===== config.mk =====
export PLATFORM = sky130hd
export DESIGN_NAME = inbound_xlate_window
export DESIGN_NICKNAME = d
export VERILOG_FILES = /design/src/rtl/iatw_pkg.sv /design/src/rtl/iatw_rst_sync.sv /design/src/rtl/iatw_local_regs.sv /design/src/rtl/iatw_base_reg.sv /design/src/rtl/iatw_decode.sv /design/src/rtl/inbound_xlate_window.sv
export SDC_FILE = /design/constraint.sdc
export NUM_CORES = 1
export LEC_CHECK = 0
export ABC_AREA = 1
export BUFFER_PORTS_ARGS = -buffer_cell sky130_fd_sc_hd__buf_2
export CORE_ASPECT_RATIO = 1.1
export CORE_MARGIN = 1
export CORE_UTILIZATION = 48
export DETAILED_ROUTE_END_ITERATION = 6
export HOLD_SLACK_MARGIN = 0.15
export PLACE_DENSITY = 0.81
export SLEW_MARGIN = 0
export SYNTH_ARGS = -nofsm -noshare
export SYNTH_HDL_FRONTEND = slang
export SYNTH_SLANG_ARGS = --single-unit
export TNS_END_PERCENT = 20

===== constraint.sdc =====
create_clock -name clk -period 2.6 [get_ports clk]
set_input_delay 0.65 -clock clk [delete_from_list [all_inputs] [get_ports clk]]
set_output_delay 0.65 -clock clk [all_outputs]
set_load 0.01 [all_outputs]

===== src/rtl/iatw_pkg.sv =====
package iatw_pkg;
  // Host-side word offsets; the read mux and the base write decode depend on them.
  typedef enum logic [1:0] {
    HOFF_BASE  = 2'd0,
    HOFF_LIMIT = 2'd1,
    HOFF_XLATE = 2'd2,
    HOFF_NONE  = 2'd3
  } host_off_e;

  // Local write target select.
  typedef enum logic {
    LSEL_LIMIT = 1'b0,
    LSEL_XLATE = 1'b1
  } lp_sel_e;
endpackage


===== src/rtl/iatw_rst_sync.sv =====
module iatw_rst_sync #(
  parameter int unsigned STAGES = 2
) (
  input  logic clk,
  input  logic rst_ni,
  output logic rst_no
);
  logic [STAGES-1:0] sync_q;
  logic [STAGES-1:0] sync_d;

  always_comb begin
    sync_d = {sync_q[STAGES-2:0], 1'b1};
  end

  always_ff @(posedge clk or negedge rst_ni) begin
    if (!rst_ni) begin
      sync_q <= '0;
    end else begin
      sync_q <= sync_d;
    end
  end

  assign rst_no = sync_q[STAGES-1];
endmodule


===== src/rtl/iatw_local_regs.sv =====
module iatw_local_regs #(
  parameter int unsigned HI_W = 20
) (
  input  logic            clk,
  input  logic            rst_n,
  input  logic            lp_wen,
  input  logic            lp_sel,
  input  logic [HI_W-1:0] lp_wdata_hi,
  output logic [HI_W-1:0] lim_q,
  output logic [HI_W-1:0] lim_d,
  output logic [HI_W-1:0] xl_q
);
  import iatw_pkg::*;

  logic            lim_en;
  logic            xl_en;
  logic [HI_W-1:0] xl_d;

  always_comb begin
    lim_en = lp_wen && (lp_sel == LSEL_LIMIT);
    xl_en  = lp_wen && (lp_sel == LSEL_XLATE);
    lim_d  = lim_en ? lp_wdata_hi : lim_q;
    xl_d   = lp_wdata_hi;
  end

  always_ff @(posedge clk or negedge rst_n) begin
    if (!rst_n) begin
      lim_q <= '0;
    end else begin
      lim_q <= lim_d;
    end
  end

  always_ff @(posedge clk or negedge rst_n) begin
    if (!rst_n) begin
      xl_q <= '0;
    end else if (xl_en) begin
      xl_q <= xl_d;
    end
  end

  // the limit only moves on a local limit write
  assert_limit_local_only_R2: assert property (@(posedge clk) disable iff (!rst_n)
    !(lp_wen && lp_sel == LSEL_LIMIT) |=> $stable(lim_q));

  // the translate value only moves on a local translate write
  assert_xlate_local_only_R8: assert property (@(posedge clk) disable iff (!rst_n)
    !(lp_wen && lp_sel == LSEL_XLATE) |=> $stable(xl_q));
endmodule


===== src/rtl/iatw_base_reg.sv =====
module iatw_base_reg #(
  parameter int unsigned HI_W = 20
) (
  input  logic            clk,
  input  logic            rst_n,
  input  logic            wen,
  input  logic [HI_W-1:0] wdata_hi,
  input  logic [HI_W-1:0] lim_d,
  input  logic [HI_W-1:0] lim_q,
  output logic [HI_W-1:0] base_q
);
  logic [HI_W-1:0] base_d;

  // Each bit is gated by the limit value that will hold after this edge,
  // so a limit rewrite clears newly masked bits on the same edge.
  for (genvar i = 0; i < HI_W; i++) begin : g_bit
    always_comb begin
      base_d[i] = lim_d[i] & (wen ? wdata_hi[i] : base_q[i]);
    end
  end

  always_ff @(posedge clk or negedge rst_n) begin
    if (!rst_n) begin
      base_q <= '0;
    end else begin
      base_q <= base_d;
    end
  end

  // no base bit survives outside the mask
  assert_masked_zero_R3: assert property (@(posedge clk) disable iff (!rst_n)
    (base_q & ~lim_q) == '0);

  // without a write or a limit change the base holds
  assert_base_hold_R3: assert property (@(posedge clk) disable iff (!rst_n)
    (!wen && lim_d == lim_q) |=> $stable(base_q));

  // a host write under an all-zero limit leaves the base at zero
  assert_zero_limit_frozen_R4: assert property (@(posedge clk) disable iff (!rst_n)
    (wen && lim_d == '0) |=> base_q == '0);

  // a limit rewrite leaves nothing outside the new mask
  assert_rewrite_clears_R5: assert property (@(posedge clk) disable iff (!rst_n)
    (lim_d != lim_q) |=> (base_q & ~lim_q) == '0);
endmodule


===== src/rtl/iatw_decode.sv =====
module iatw_decode #(
  parameter int unsigned ADDR_W = 32,
  parameter int unsigned LOW_W  = 12,
  localparam int unsigned HI_W  = ADDR_W - LOW_W
) (
  input  logic [ADDR_W-1:0] addr,
  input  logic [HI_W-1:0]   lim_q,
  input  logic [HI_W-1:0]   base_q,
  input  logic [HI_W-1:0]   xl_q,
  output logic              hit,
  output logic [ADDR_W-1:0] out_addr
);
  logic [ADDR_W-1:0] mask;
  logic [ADDR_W-1:0] base_full;
  logic [ADDR_W-1:0] xl_full;
  logic              tag_eq;

  always_comb begin
    mask      = {lim_q,  {LOW_W{1'b0}}};
    base_full = {base_q, {LOW_W{1'b0}}};
    xl_full   = {xl_q,   {LOW_W{1'b0}}};
    tag_eq    = ((addr ^ base_full) & mask) == '0;
    hit       = (|lim_q) && tag_eq;
    out_addr  = hit ? ((xl_full & mask) | (addr & ~mask)) : '0;
  end
endmodule


===== src/rtl/inbound_xlate_window.sv =====
module inbound_xlate_window #(
  parameter int unsigned ADDR_W    = 32,
  parameter int unsigned LOW_W     = 12,
  parameter int unsigned RST_STAGES = 2
) (
  input  logic              clk,
  input  logic              rst_n,
  input  logic              host_wen,
  input  logic [1:0]        host_off,
  input  logic [ADDR_W-1:0] host_wdata,
  output logic [ADDR_W-1:0] host_rdata,
  input  logic              lp_wen,
  input  logic              lp_sel,
  input  logic [ADDR_W-1:0] lp_wdata,
  input  logic [ADDR_W-1:0] in_addr,
  output logic              hit,
  output logic [ADDR_W-1:0] out_addr
);
  import iatw_pkg::*;

  localparam int unsigned HI_W = ADDR_W - LOW_W;

  logic            rst_sync_n;
  logic [HI_W-1:0] lim_q;
  logic [HI_W-1:0] lim_d;
  logic [HI_W-1:0] xl_q;
  logic [HI_W-1:0] base_q;
  logic            base_wen;
  host_off_e       off;

  iatw_rst_sync #(.STAGES(RST_STAGES)) u_rst (
    .clk    (clk),
    .rst_ni (rst_n),
    .rst_no (rst_sync_n)
  );

  iatw_local_regs #(.HI_W(HI_W)) u_local (
    .clk         (clk),
    .rst_n       (rst_sync_n),
    .lp_wen      (lp_wen),
    .lp_sel      (lp_sel),
    .lp_wdata_hi (lp_wdata[ADDR_W-1:LOW_W]),
    .lim_q       (lim_q),
    .lim_d       (lim_d),
    .xl_q        (xl_q)
  );

  always_comb begin
    off      = host_off_e'(host_off);
    base_wen = host_wen && (off == HOFF_BASE);
  end

  iatw_base_reg #(.HI_W(HI_W)) u_base (
    .clk      (clk),
    .rst_n    (rst_sync_n),
    .wen      (base_wen),
    .wdata_hi (host_wdata[ADDR_W-1:LOW_W]),
    .lim_d    (lim_d),
    .lim_q    (lim_q),
    .base_q   (base_q)
  );

  iatw_decode #(.ADDR_W(ADDR_W), .LOW_W(LOW_W)) u_dec (
    .addr     (in_addr),
    .lim_q    (lim_q),
    .base_q   (base_q),
    .xl_q     (xl_q),
    .hit      (hit),
    .out_addr (out_addr)
  );

  always_comb begin
    unique case (off)
      HOFF_BASE:  host_rdata = {base_q, {LOW_W{1'b0}}};
      HOFF_LIMIT: host_rdata = {lim_q,  {LOW_W{1'b0}}};
      HOFF_XLATE: host_rdata = {xl_q,   {LOW_W{1'b0}}};
      default:    host_rdata = '0;
    endcase
  end

  // an empty mask never claims an address
  assert_no_hit_empty_R4: assert property (@(posedge clk) disable iff (!rst_sync_n)
    (lim_q == '0) |-> !hit);

  // the page offset passes straight through on a hit
  assert_offset_pass_R7: assert property (@(posedge clk) disable iff (!rst_sync_n)
    hit |-> out_addr[LOW_W-1:0] == in_addr[LOW_W-1:0]);

  // a miss drives a zero address
  assert_miss_zero_R7: assert property (@(posedge clk) disable iff (!rst_sync_n)
    !hit |-> out_addr == '0);

  // the reserved offset reads zero
  assert_spare_off_zero_R10: assert property (@(posedge clk) disable iff (!rst_sync_n)
    (host_off == 2'd3) |-> host_rdata == '0);
endmodule


==> flow_summary.json, run 1 <==
{
  "critPathArrivalTime_ns": 1.87,
  "cts_made_buffers": 9,
  "ys_seq_area_frac": 0.411,
  "maxCapViolCount": 0,
  "viasPerCell": 5.04,
  "finClkSkew_ns": 0.0110,
  "antenna_cells": 0,
  "fillCellCount": 676,
  "clk_path_buf_depth": 2,
  "fin_crit_sh": 0.969,
  "drive_gt1_frac": 0.323,
  "drt-wirelength-per-cell_um": 14.3,
  "synth.avg_cell_area_um2": 7.01,
  "status": "complete, no violations",
  "totalWireLength_um": 11300,
  "hp-class": "flop to async pin",
  "die_w_um": 86.6,
  "ant_nets": 0,
  "grt_max_degree": 41,
  "hold_viol": 0,
  "crit_slowest_cell": "dfrtp_1",
  "path_cells": "buf_4, nand2_1, nand3_1, nand2_1, inv_1, nand2_1, nor2_2, nand3_4, clkbuf_16, nor2_2, buf_2",
  "cts_tree": "built",
  "grt_pass1_wl_um": 16700,
  "area_growth_pct": 29.0,
  "critical_path_buf_inv_count": 4,
  "final_util": 0.645,
  "hpwl_um": 7500,
  "final_cell_mix": "130 x buf_2, 118 x nand2_1, 74 x inv_1, 73 x nor2_1, 57 x o21ai_0",
  "cts.sinks": 62,
  "max_stage_delay_ns": 0.39,
  "clk_pin_slew_ns": 0.07,
  "final.min_clock_period_ns": 2.52,
  "setup_viol": 0,
  "core_um2": 7560,
  "ys_ff_latch": 62,
  "start_util": 0.500,
  "p_leak_nw": 2.67,
  "critPathMaxFanout": 7,
  "dp.cells": 764,
  "die_h_um": 95.1,
  "worst_setup_path_end_kind": "output pin",
  "ios": 168,
  "grt-ovfl-total": 0,
  "grt_pass1_vias": 3741,
  "powerDensity_nw_per_um2": 527,
  "clockRootBuffer": "clkbuf_8",
  "drt-initial-drc-count": 226,
  "critPathTopFamily": "simple AND/OR/NAND/NOR gates",
  "globalplace.congestion": 0.824,
  "port-buffer-count": 131,
  "track_usage": 0.270,
  "synthesis.area_um2": 3780,
  "slew_viol_final": 0,
  "max_freq_ghz": 0.397,
  "fin_nets": 783,
  "final_common_cell": "buf_2",
  "ff2ff_setup_slack_ns": 1.60,
  "vdd_drop_max_mv": 0.374,
  "drc": 0,
  "clock_latency_ns": 0.34,
  "start_kind": "flop",
  "timing.hold.ws_ns": 0.196,
  "required_ns": 1.95,
  "die_area_um2": 8230,
  "crit_type": "flop to output pin",
  "synthDistinctLibCells": 24,
  "cpMostUsedCell": "nand2_1",
  "ys_warn_count": 0,
  "vias": 3974,
  "fin_cells": 789,
  "rsz0062_at_grt": "yes",
  "synth_cells": 539,
  "antenna_found_initial": 0,
  "rows": 33,
  "htree_levels": 3,
  "dr.pass1.iters": 4
}
## repair_timing
item,in CTS,in global routing
hold buffers,1,0
buffers inserted,0,6
resized for setup,0,28
hold endpoints to repair,2,0
endpoints found under the setup margin,0,30
## path summary, 6_finish.rpt
kind / from / to / depth (start not counted)
max: u_base.base_q[4] / out_addr[7] / 11
min: u_rst.sync_q[1] / u_local.xl_q[4] / 0
max reg2reg: u_local.lim_q[8] / u_base.base_q[8] / 5
min reg2reg: u_rst.sync_q[1] / u_local.xl_q[4] / 0
max in group asynchronous: u_rst.sync_q[1] / u_local.lim_q[10] / 1
min in group clk: u_rst.sync_q[0] / u_rst.sync_q[1] / 0
## synthesized netlist by cell type
library cell / instances / area share
nand3_1: 22 / 0.029
nor2_2: 29 / 0.048
mux2i_1: 12 / 0.032
buf_1: 1 / 0.00099
nand2_2: 1 / 0.0017
buf_6: 3 / 0.0089
or2_2: 1 / 0.0017
o21ai_1: 3 / 0.0040
o221ai_1: 7 / 0.016
o21ai_0: 57 / 0.075
conb_1: 2 / 0.0020
clkinv_1: 1 / 0.00099
clkbuf_1: 13 / 0.013
nor3_1: 2 / 0.0026
inv_2: 1 / 0.00099
dfrtp_1: 62 / 0.41
buf_2: 3 / 0.0040
buf_4: 12 / 0.024
nand2_1: 118 / 0.12
o211ai_1: 13 / 0.026
a21oi_1: 14 / 0.019
nor2_1: 80 / 0.079
inv_1: 81 / 0.080
nand3_2: 1 / 0.0026
## cells by family after synthesis
kind of cell,synth area share
muxes,0.0318
AOI/OAI and AO/OA,0.140
DFF,0.411
other,0.00199
and+or+nand+nor,0.282
buffers and inverters,0.133
## through the flow
step | instance area [um2] | TNS (ns) | power [W] | setup WS [ns]
CTS | 4700 | 0 | 0.00253 | 0.0853
global placement | 4510 | 0 | 0.00171 | 0.134
detailed placement | 4510 | 0 | 0.00173 | 0.0916
finish | 4880 | 0 | 0.00257 | 0.0806
floorplan | 3820 | 0 | 0.00153 | 0.463
global route | 4880 | -0.359 | 0.00272 | -0.0273
## flip-flops by register name (all words and copies together) (netlist names)
name           cells
u_local.xl_q      20
u_rst.sync_q       2
u_local.lim_q     20
u_base.base_q     20
## final cells by class
| type | instances | area (um2) | share of cell area |
|---|---|---|---|
| Timing Repair Buffer | 151 | 866 | 0.178 |
| Inverter | 83 | 312 | 0.0639 |
| Clock buffer | 15 | 186 | 0.0382 |
| Sequential cell | 62 | 1560 | 0.320 |
| Tap cell | 105 | 131 | 0.0269 |
| Multi-Input combinational cell | 373 | 1820 | 0.373 |
## where the power goes
group / switching, W / internal, W
Clock: 0.000354 / 0.000446
Sequential: 0.000115 / 0.00106
Combinational: 0.000349 / 0.000243
Total: 0.000818 / 0.00175
## layer usage
metal | GRT usage | part of all wire | vias to the layer above
li1 | - | - | 1935
met1 | 0.308 | 0.40 | 1840
met2 | 0.483 | 0.51 | 175
met3 | 0.0424 | 0.057 | 24
met4 | 0.149 | 0.026 | 0
met5 | 0 | 0 | -
(Power assumes the default switching activity.)
==> run 2: changes to the inputs <==
- ABC_AREA: 1 -> unset
- CORE_UTILIZATION: 48 -> 50
- CTS_BUF_LIST: unset -> sky130_fd_sc_hd__clkbuf_2
- PLACE_DENSITY: 0.81 -> 0.83
==> flow_summary.json, run 2 <==
{
  "fin_nets": 659,
  "drc": 0,
  "crit_type": "flop to output pin",
  "status": "complete, but fails checks",
  "synth_top_area_frac": 0.382,
  "yosysTopAreaCell": "dfrtp_1",
  "fillCellCount": 538,
  "critical_path_buf_inv_count": 3,
  "rows": 34,
  "critPathArrivalTime_ns": 2.26,
  "worst_setup_path_end_kind": "output pin",
  "crit_slowest_cell": "dfrtp_1",
  "antenna_cells": 0,
  "synthDistinctLibCells": 23,
  "fin_crit_sh": 1.12,
  "viasPerCell": 5.96,
  "reg_top3": "u_base.base_q: 20 flops, u_local.lim_q: 20 flops, u_local.xl_q: 20 flops",
  "drive_gt1_frac": 0.551,
  "clkPwrFrac": 0.204,
  "die_area_um2": 8500,
  "violations": "negative setup slack",
  "synth_edf_count": 0,
  "htree_levels": 3,
  "synth_commonest_cells": "64 x nand2_1, 62 x dfrtp_1, 60 x mux2_2",
  "critPathMaxFanout": 6,
  "ys_warn_count": 0,
  "ios": 168,
  "path_cells": "xor2_1, a22oi_1, nand4_1, buf_6, buf_4, nor4_4, buf_2",
  "start_kind": "flop",
  "cts_tree": "built",
  "p_switching_w": 0.00108,
  "maxCapViolCount": 0,
  "worstMarginPinSlew_ns": 0.702,
  "area_growth_pct": 40.7,
  "rsz0062_at_grt": "yes",
  "grt_pass1_wl_um": 19800,
  "vdd_drop_max_mv": 0.332,
  "cts_made_buffers": 9,
  "hp-class": "flop to async pin",
  "synth_most_common_cell": "nand2_1",
  "globalplace.congestion": 0.915,
  "core_um2": 7910,
  "power_w": 0.00289,
  "ys_seq_area_frac": 0.382,
  "finClkSkew_ns": 0.0163,
  "synth_ff_type": "dfrtp_1",
  "drt-initial-drc-count": 378,
  "clk_path_buf_depth": 2,
  "drt-wirelength-per-cell_um": 19.8,
  "track_usage": 0.314,
  "crit_cells": 7,
  "synthArstFlopShare": 1.00,
  "pwr-share-seq": 0.422,
  "clock_latency_ns": 0.49,
  "clockRootBuffer": "clkbuf_2",
  "critPathTopFamily": "buffers and inverters",
  "cts.sinks": 62,
  "max_slew_margin": 0.532,
  "final_util": 0.723,
  "hpwl_um": 8330,
  "vias": 3984,
  "die_h_um": 96.6,
  "synthTopCellsByArea": "dfrtp_1 38%, mux2_2 17%, nor4_2 9.2%",
  "slew_viol_final": 0,
  "final_common_cell": "buf_2",
  "p_sw_frac": 0.375,
  "grt-ovfl-total": 0,
  "final.min_clock_period_ns": 2.91,
  "antenna_found_initial": 0,
  "p_int_w": 0.00181,
  "setup_viol": 33,
  "powerDensity_nw_per_um2": 506,
  "p_leak_nw": 2.51,
  "synth_cells": 397,
  "clk_pin_slew_ns": 0.19,
  "hold_viol": 0,
  "start_util": 0.514,
  "worst_slack_ns": -0.308,
  "max_freq_ghz": 0.344,
  "grt_max_degree": 32,
  "die_w_um": 88.0,
  "ant_nets": 0,
  "totalWireLength_um": 13300,
  "max_stage_delay_ns": 0.45,
  "synth.avg_cell_area_um2": 10.2,
  "dr.pass1.iters": 5,
  "port-buffer-count": 131,
  "ys_ff_latch": 62,
  "synthesis.area_um2": 4070,
  "grt_pass1_vias": 3932,
  "rr_worst_depth": 2,
  "required_ns": 1.95,
  "final_cell_mix": "131 x buf_2, 64 x nand2_1, 60 x mux2_2, 60 x dfrtp_1, 22 x nand3_1",
  "combPwrFrac": 0.373
}
run 2: metrics by stage:
stage	hold slack, ns	TNS, ns	worst slack, ns	std cells	instance area [um2]
floorplan	0.331	0	0.186	408	4110
global placement	0.314	-4.64	-0.194	628	4900
detailed placement	0.335	-5.17	-0.223	628	4900
CTS	0.350	-6.27	-0.261	666	5630
global route	0.349	-11.34	-0.378	669	5720
finish	0.328	-8.54	-0.308	669	5720
run 2: final timing paths:
check	from	end	slack [ns]
max in group asynchronous	u_rst.sync_q[1]	u_base.base_q[4]	1.64
worst max-delay path	u_base.base_q[15]	out_addr[13]	-0.31
worst min register to register	u_rst.sync_q[1]	u_base.base_q[5]	0.33
worst max register to register	u_local.lim_q[1]	u_base.base_q[1]	1.53
worst min-delay path	u_rst.sync_q[1]	u_base.base_q[5]	0.33
min in group clk	host_wdata[29]	u_base.base_q[17]	0.37
run 2: repair_timing:
item                       in CTS  in global routing
hold buffers                    1                  0
setup endpoints to repair      33                 33
hold endpoints to repair        2                  0
pin swaps                      47                  1
gates cloned                    4                  1
setup buffers                  17                  2
gates resized for setup        72                  8
run 2: cell families after synthesis:
logic type                synth area share
DFF                                  0.382
AOI/OAI and AO/OA                   0.0837
buffers and inverters               0.0582
and+or+nand+nor                      0.216
xor gates and xnor gates            0.0431
muxes                                0.215
other                              0.00185
run 2: final cells by class:
type                       count  area, um2  area share
multi-input combinational    305       2630       0.459
sequential                    62       1550       0.272
timing repair buffer         178       1290       0.226
tap                          108        135      0.0236
clock inverter                 7       65.1      0.0114
clock buffer                   9       45.0     0.00787
run 2: power by group through the flow:
stage	clock (W)	combinational (W)	sequential, W
finish	0.000591	0.00108	0.00122
global route	0.000626	0.00115	0.00124
CTS	0.000590	0.00102	0.00121
detailed placement	0	0.000766	0.00123
global placement	0	0.000747	0.00121
floorplan	0	0.000529	0.00118
run 2: per-layer routing:
layer  vias up  wire (um)  global-route usage
met4         0        629               0.135
met1      1915       5110               0.386
met3        74       1030              0.0697
met5         -          0                   0
li1       1728          -                   -
met2       267       6510               0.530
